`config.mk`:
```
export PLATFORM = sky130hd
export DESIGN_NAME = dip4_sync_mon
export DESIGN_NICKNAME = d
export VERILOG_FILES = /design/src/rtl/dip4_mon_pkg.sv /design/src/rtl/dip4_accum.sv /design/src/rtl/dip4_hyst.sv /design/src/rtl/dip4_sync_mon.sv
export SDC_FILE = /design/constraint.sdc
export NUM_CORES = 1
export LEC_CHECK = 0
export BUFFER_PORTS_ARGS = -buffer_cell sky130_fd_sc_hd__buf_2
export CAP_MARGIN = 20
export CORE_UTILIZATION = 35
export CTS_BUF_LIST = sky130_fd_sc_hd__clkbuf_8
export DETAILED_ROUTE_END_ITERATION = 10
export PLACE_DENSITY_LB_ADDON = 0.25
export SLEW_MARGIN = 15
export SYNTH_ARGS = -nofsm -noshare
export SYNTH_HDL_FRONTEND = slang
export SYNTH_SLANG_ARGS = --single-unit
```
`constraint.sdc`:
```
create_clock -name clk -period 2.05 [get_ports clk]
set_input_delay 0.41 -clock clk [delete_from_list [all_inputs] [get_ports clk]]
set_output_delay 0.41 -clock clk [all_outputs]
set_load 0.005 [all_outputs]
```
`src/rtl/dip4_mon_pkg.sv`:
```
package dip4_mon_pkg;
  localparam logic [15:0] TRAIN_CTL_W = 16'h0FFF;
  localparam logic [15:0] TRAIN_DAT_W = 16'hF000;

  typedef enum logic [1:0] {
    WK_DATA  = 2'd0,
    WK_CTL   = 2'd1,
    WK_TRAIN = 2'd2,
    WK_NONE  = 2'd3
  } wkind_t;

  function automatic logic [15:0] dip_step(input logic [15:0] acc,
                                           input logic [15:0] w);
    return {acc[14:0], acc[15]} ^ w;
  endfunction

  function automatic logic [3:0] dip_fold(input logic [15:0] a);
    return a[15:12] ^ a[11:8] ^ a[7:4] ^ a[3:0];
  endfunction
endpackage

```
`src/rtl/dip4_accum.sv`:
```
module dip4_accum
  import dip4_mon_pkg::*;
#(
  parameter int TRAIN_RUN = 10
) (
  input  logic        clk,
  input  logic        rst_n,
  input  logic [15:0] word_in,
  input  logic        ctl_in,
  input  logic        vld_in,
  output logic        chk_vld,
  output logic        chk_bad,
  output logic        train_hit
);
  localparam int RW = $clog2(TRAIN_RUN + 1);

  logic [15:0]   acc_q;
  logic          in_train_q;
  logic [RW-1:0] run_q;
  logic          chk_vld_q, chk_bad_q, hit_q;

  logic          is_tctl, is_tdat;
  wkind_t        kind;
  logic [3:0]    calc_dip;

  assign is_tctl  = ctl_in && (word_in == TRAIN_CTL_W);
  assign is_tdat  = !ctl_in && (word_in == TRAIN_DAT_W);
  assign calc_dip = dip_fold(dip_step(acc_q, {word_in[15:4], 4'hF}));

  always_comb begin
    if (!vld_in)                          kind = WK_NONE;
    else if (is_tctl || (in_train_q && is_tdat)) kind = WK_TRAIN;
    else if (ctl_in)                      kind = WK_CTL;
    else                                  kind = WK_DATA;
  end

  always_ff @(posedge clk) begin
    if (!rst_n) begin
      acc_q      <= '0;
      in_train_q <= 1'b0;
      run_q      <= '0;
      chk_vld_q  <= 1'b0;
      chk_bad_q  <= 1'b0;
      hit_q      <= 1'b0;
    end else begin
      chk_vld_q <= 1'b0;
      chk_bad_q <= 1'b0;
      hit_q     <= 1'b0;
      unique case (kind)
        WK_TRAIN: begin
          if (is_tctl) begin
            in_train_q <= 1'b1;
            run_q      <= '0;
          end else if (run_q != RW'(TRAIN_RUN)) begin
            run_q <= run_q + 1'b1;
            if (run_q == RW'(TRAIN_RUN - 1)) hit_q <= 1'b1;
          end
        end
        WK_CTL: begin
          in_train_q <= 1'b0;
          run_q      <= '0;
          chk_vld_q  <= 1'b1;
          chk_bad_q  <= (calc_dip != word_in[3:0]);
          acc_q      <= '0;
        end
        WK_DATA: begin
          in_train_q <= 1'b0;
          run_q      <= '0;
          acc_q      <= dip_step(acc_q, word_in);
        end
        default: ;
      endcase
    end
  end

  assign chk_vld   = chk_vld_q;
  assign chk_bad   = chk_bad_q;
  assign train_hit = hit_q;

  assert_hit_on_tdat_R4: assert property (@(posedge clk) disable iff (!rst_n)
    hit_q |-> $past(vld_in && !ctl_in && word_in == TRAIN_DAT_W));
endmodule

```
`src/rtl/dip4_hyst.sv`:
```
module dip4_hyst #(
  parameter int GOOD_THR = 8,
  parameter int BAD_THR  = 4
) (
  input  logic clk,
  input  logic rst_n,
  input  logic ev_good,
  input  logic ev_bad,
  output logic oos
);
  localparam int GW = $clog2(GOOD_THR + 1);
  localparam int BW = $clog2(BAD_THR + 1);

  logic          oos_q;
  logic [GW-1:0] good_q;
  logic [BW-1:0] bad_q;

  always_ff @(posedge clk) begin
    if (!rst_n) begin
      oos_q  <= 1'b1;
      good_q <= '0;
      bad_q  <= '0;
    end else if (ev_bad) begin
      good_q <= '0;
      if (!oos_q) begin
        if (bad_q == BW'(BAD_THR)) begin
          oos_q <= 1'b1;
          bad_q <= '0;
        end else begin
          bad_q <= bad_q + 1'b1;
        end
      end
    end else if (ev_good) begin
      bad_q <= '0;
      if (oos_q) begin
        if (good_q == GW'(GOOD_THR - 1)) begin
          oos_q  <= 1'b0;
          good_q <= '0;
        end else begin
          good_q <= good_q + 1'b1;
        end
      end
    end
  end

  assign oos = oos_q;

  assert_oos_after_thr_R5: assert property (@(posedge clk) disable iff (!rst_n)
    $rose(oos_q) |-> $past(ev_bad) && $past(bad_q) == BW'(BAD_THR));
  assert_good_cleared_R6: assert property (@(posedge clk) disable iff (!rst_n)
    ev_bad |=> good_q == '0);
  assert_regain_R7: assert property (@(posedge clk) disable iff (!rst_n)
    $fell(oos_q) |-> $past(ev_good) && $past(good_q) == GW'(GOOD_THR - 1));
endmodule

```
`src/rtl/dip4_sync_mon.sv`:
```
module dip4_sync_mon #(
  parameter int GOOD_THR  = 8,
  parameter int BAD_THR   = 4,
  parameter int TRAIN_RUN = 10
) (
  input  logic        clk,
  input  logic        rst_n,
  input  logic [15:0] word_in,
  input  logic        ctl_in,
  input  logic        vld_in,
  input  logic        lock_in,
  output logic        err_pulse,
  output logic        dip_oos,
  output logic        train_hit,
  output logic        link_sync,
  output logic        train_req
);
  logic chk_vld, chk_bad;
  logic ev_good, ev_bad;

  dip4_accum #(.TRAIN_RUN(TRAIN_RUN)) u_accum (
    .clk(clk), .rst_n(rst_n), .word_in(word_in), .ctl_in(ctl_in),
    .vld_in(vld_in), .chk_vld(chk_vld), .chk_bad(chk_bad),
    .train_hit(train_hit)
  );

  assign ev_good = chk_vld && !chk_bad;
  assign ev_bad  = chk_vld && chk_bad;

  dip4_hyst #(.GOOD_THR(GOOD_THR), .BAD_THR(BAD_THR)) u_hyst (
    .clk(clk), .rst_n(rst_n), .ev_good(ev_good), .ev_bad(ev_bad),
    .oos(dip_oos)
  );

  assign err_pulse = ev_bad;
  assign link_sync = lock_in && !dip_oos;
  assign train_req = !link_sync;

  assert_err_on_ctl_R2: assert property (@(posedge clk) disable iff (!rst_n)
    err_pulse |-> $past(vld_in && ctl_in));
  assert_err_single_R2: assert property (@(posedge clk) disable iff (!rst_n)
    err_pulse |=> !err_pulse || $past(vld_in && ctl_in));
endmodule

```
==> impl_metrics.env <==
export IMPL_core_area_um2=5172
export IMPL_regArea_um2=640.6
export IMPL_clockRootBuffer="clkbuf_8"
export IMPL_yosys_cell_types_count=40
export IMPL_rsz0062_at_grt="false"
export IMPL_ys_seq_area_frac=0.3382
export IMPL_dr_pass1_iters=4
export IMPL_dr_first_iter_drc_count=92
export IMPL_num_rows=26
export IMPL_hold_buffers=0
export IMPL_syn_avg_cell_area_um2=8.770
export IMPL_die_height_um=75.57
export IMPL_syn_inst=216
export IMPL_post_route_period_util=0.8540
export IMPL_fin_crit_ps=1751
export IMPL_cts_resized=0
export IMPL_cts_buffer_depth=2
export IMPL_ys_warn_count=0
export IMPL_diodes=0
export IMPL_finClkSkew_ps=4.984
export IMPL_grt_antenna_before_repair=0
export IMPL_grt_pass1_vias=1399
export IMPL_top_layer_used="met4"
export IMPL_io_pins=26
export IMPL_clk_pin_slew_ps=70
export IMPL_cap_violations=0
export IMPL_die_x_um=75.57
export IMPL_clkSinkCount=32
export IMPL_grtUsageTotal=0.1551
export IMPL_slew_violations=0
export IMPL_area_growth_pct=16.45
export IMPL_cts_tree="yes"
export IMPL_slew_headroom=0.5856
export IMPL_setup_viol=0
export IMPL_finalSetupTns_ps=0
export IMPL_overflow=0
export IMPL_worstHoldStart="vld_in"
export IMPL_required_ps=2270
export IMPL_numCtsBuffers=5
export IMPL_worst_slew_pin_slew_ps=618.9
export IMPL_drt_total_wl_um=3882
export IMPL_drt_met1_wl_um=1912
export IMPL_synth_nets=243
export IMPL_timing_rr_start="u_accum.in_train_q$_SDFFE_PN0P_"
export IMPL_fin_cells=317
export IMPL_whs_path_depth=2
export IMPL_final_layout_size_suffix_gt1_frac=0.1822
export IMPL_cp_start_kind="register"
export IMPL_fmax_ghz=0.5712
export IMPL_multi_input_area_um2=1166
export IMPL_antenna_left=0
export IMPL_ys_seq_elements=32
export IMPL_final_nets=273
export IMPL_drc=0
export IMPL_grt_pass1_wl_um=6492
export IMPL_rrSetupSlack_ps=300
export IMPL_power_leakage_nw=0.8690
export IMPL_routedWlPerCell_um=12.25
export IMPL_timing_rr_end="u_accum.acc_q[5]$_SDFFE_PN0N_"
export IMPL_synth_edf_count=0
export IMPL_num_vias=1524
export IMPL_postCtsSetupBuffers=0
export IMPL_wl_met2_um=1737
export IMPL_vias_per_cell=4.808
export IMPL_peakVddDrop_mv=0.3141
export IMPL_p_per_area_nw_per_um2=665.3
export IMPL_dieArea_um2=5711
export IMPL_synth_area_um2=1894
export IMPL_clock_latency_ps=280
export IMPL_wl_met3_um=159
export IMPL_critPathKind="reg2reg"
export IMPL_dp_cells=309
export IMPL_start_util=0.3662
export IMPL_critPathMaxFanout=8
export IMPL_cp_end_kind="register"
export IMPL_gp_congestion=0.8191
export IMPL_hold_viol_final=0
export IMPL_synth_ff_type="dfxtp_1"
export IMPL_synthArstFlopShare=0
export IMPL_reg2regPathDepth=6
export IMPL_io_buffers=25
export IMPL_hp_class="in2reg"
export IMPL_status="completed"
export IMPL_grt_max_degree=19
export IMPL_hold_path_endpoint="u_accum.run_q[3]$_SDFFE_PN0P_"
export IMPL_htreeDepth=2
export IMPL_arrival_ps=1970
export IMPL_dp_hpwl_um=2963
export IMPL_fillers=520
[cell usage in the layout (no fill, tap or decap), drive strengths merged]
cell type,instances
and2,2
nor3b,3
a31oi,2
nor2b,6
bufinv,1
nand2b,14
xor2,4
ha,6
nand3b,1
or2,1
nor4b,3
o21a,2
o31ai,1
a21oi,6
nor3,1
nand4,4
a22oi,2
and3,2
nand2,36
nand4b,4
a32oi,1
a21boi,2
nor4,2
nor2,8
o21ai,5
xnor2,24
o22ai,3
nand3,3
inv,10
clkinv,1
clkbuf,5
nor4bb,1
and4,1
buf,31
dfxtp,32
mux2i,17
[per-layer routing]
layer  vias to the layer above  track usage
met4                         0      0.06790
met1                       695       0.1945
met2                        30       0.2520
met3                         7      0.03968
li1                        792            -
met5                         -            0
[synth_stat cells (2+ instances only)]
cell | count | area share
and3_1 | 2 | 0.0066
a21oi_1 | 6 | 0.016
o21a_1 | 2 | 0.0079
nand2b_1 | 14 | 0.046
o21ai_1 | 2 | 0.0053
xor2_1 | 4 | 0.018
nand3_1 | 3 | 0.0079
a21boi_1 | 2 | 0.0079
nor4b_2 | 2 | 0.016
nand2_1 | 36 | 0.071
o21ai_0 | 3 | 0.0079
dfxtp_1 | 32 | 0.34
nor2b_1 | 6 | 0.020
a31oi_1 | 2 | 0.0066
mux2i_1 | 17 | 0.090
xnor2_1 | 24 | 0.11
clkbuf_1 | 6 | 0.012
and2_1 | 2 | 0.0066
nand4_1 | 4 | 0.013
nor2_1 | 8 | 0.016
nor3b_1 | 2 | 0.0079
o22ai_1 | 3 | 0.0099
inv_2 | 2 | 0.0040
nand4b_1 | 4 | 0.018
a22oi_1 | 2 | 0.0079
inv_1 | 7 | 0.014
ha_1 | 6 | 0.040
[registers in the layout (all words and copies together), names as in the netlist, 3 cells and up]
register / cells
u_accum.acc_q: 16
u_accum.run_q: 4
u_hyst.bad_q: 3
u_hyst.good_q: 4
[cells by family (layout without fill, tap and decap cells)]
family	count (synthesis)	in the layout	synth area share
mux	17	17	0.08983
compound gates	24	24	0.07793
buf+inv	17	48	0.04624
flops	32	32	0.3382
simple gates	92	92	0.2787
fa+ha+maj	6	6	0.03963
xor+xnor	28	28	0.1295
[through the flow]
step | total power, mW | hold WS, ps | util | instance area [µm²] | worst slack, ps
after floorplan | 0.8299 | 446.5 | - | 1894 | 320.1
after global placement | 0.8932 | 457.8 | 0.4057 | 2098 | 125.3
after detailed placement | 0.8937 | 462.7 | 0.4057 | 2098 | 82.65
after CTS | 1.490 | 384.9 | 0.4265 | 2206 | 275.8
after global routing | 1.542 | 406.8 | 0.4265 | 2206 | 159.7
final | 1.467 | 391.4 | 0.4265 | 2206 | 299.3
[how the worst max path moves through the flow]
| stage | slack, ps | cells after the start | to | startpoint |
|---|---|---|---|---|
| 5_1_grt | 160 | 6 | u_accum.acc_q[5]$_SDFFE_PN0N_ | u_accum.in_train_q$_SDFFE_PN0P_ |
| 3_3_place_gp | 130 | 7 | u_accum.acc_q[5]$_SDFFE_PN0N_ | word_in[2] |
| 2_1_floorplan | 320 | 7 | u_accum.acc_q[10]$_SDFFE_PN0N_ | word_in[0] |
| 4_1_cts | 280 | 6 | u_accum.acc_q[5]$_SDFFE_PN0N_ | u_accum.in_train_q$_SDFFE_PN0P_ |
| 6_report | 300 | 6 | u_accum.acc_q[5]$_SDFFE_PN0N_ | u_accum.in_train_q$_SDFFE_PN0P_ |
| 3_5_place_dp | 80 | 7 | u_accum.acc_q[8]$_SDFFE_PN0N_ | word_in[14] |
[cell type report]
class,instances,area share
clock buffers,5,0.03120
clock inverters,3,0.01758
inverters,9,0.01531
multi-input cells,167,0.5286
flip-flops and latches,32,0.2904
well taps,70,0.03970
repair buffers,31,0.07714
[critical path, cell delays in order (launching register included)]
cell,delay [ps]
dfxtp_1,320
nor4bb_2,170
nand4_1,130
nor4_4,50
nor3b_2,520
buf_4,290
mux2i_1,190
[report_power, final]
group	total (mW)	switching, mW	internal, mW	leakage (nW)
combinational	0.224	0.113	0.111	0.550
sequential	0.657	0.0166	0.640	0.260
clock	0.587	0.231	0.355	0.0593
Note: power is estimated with default switching activity, not from simulation.
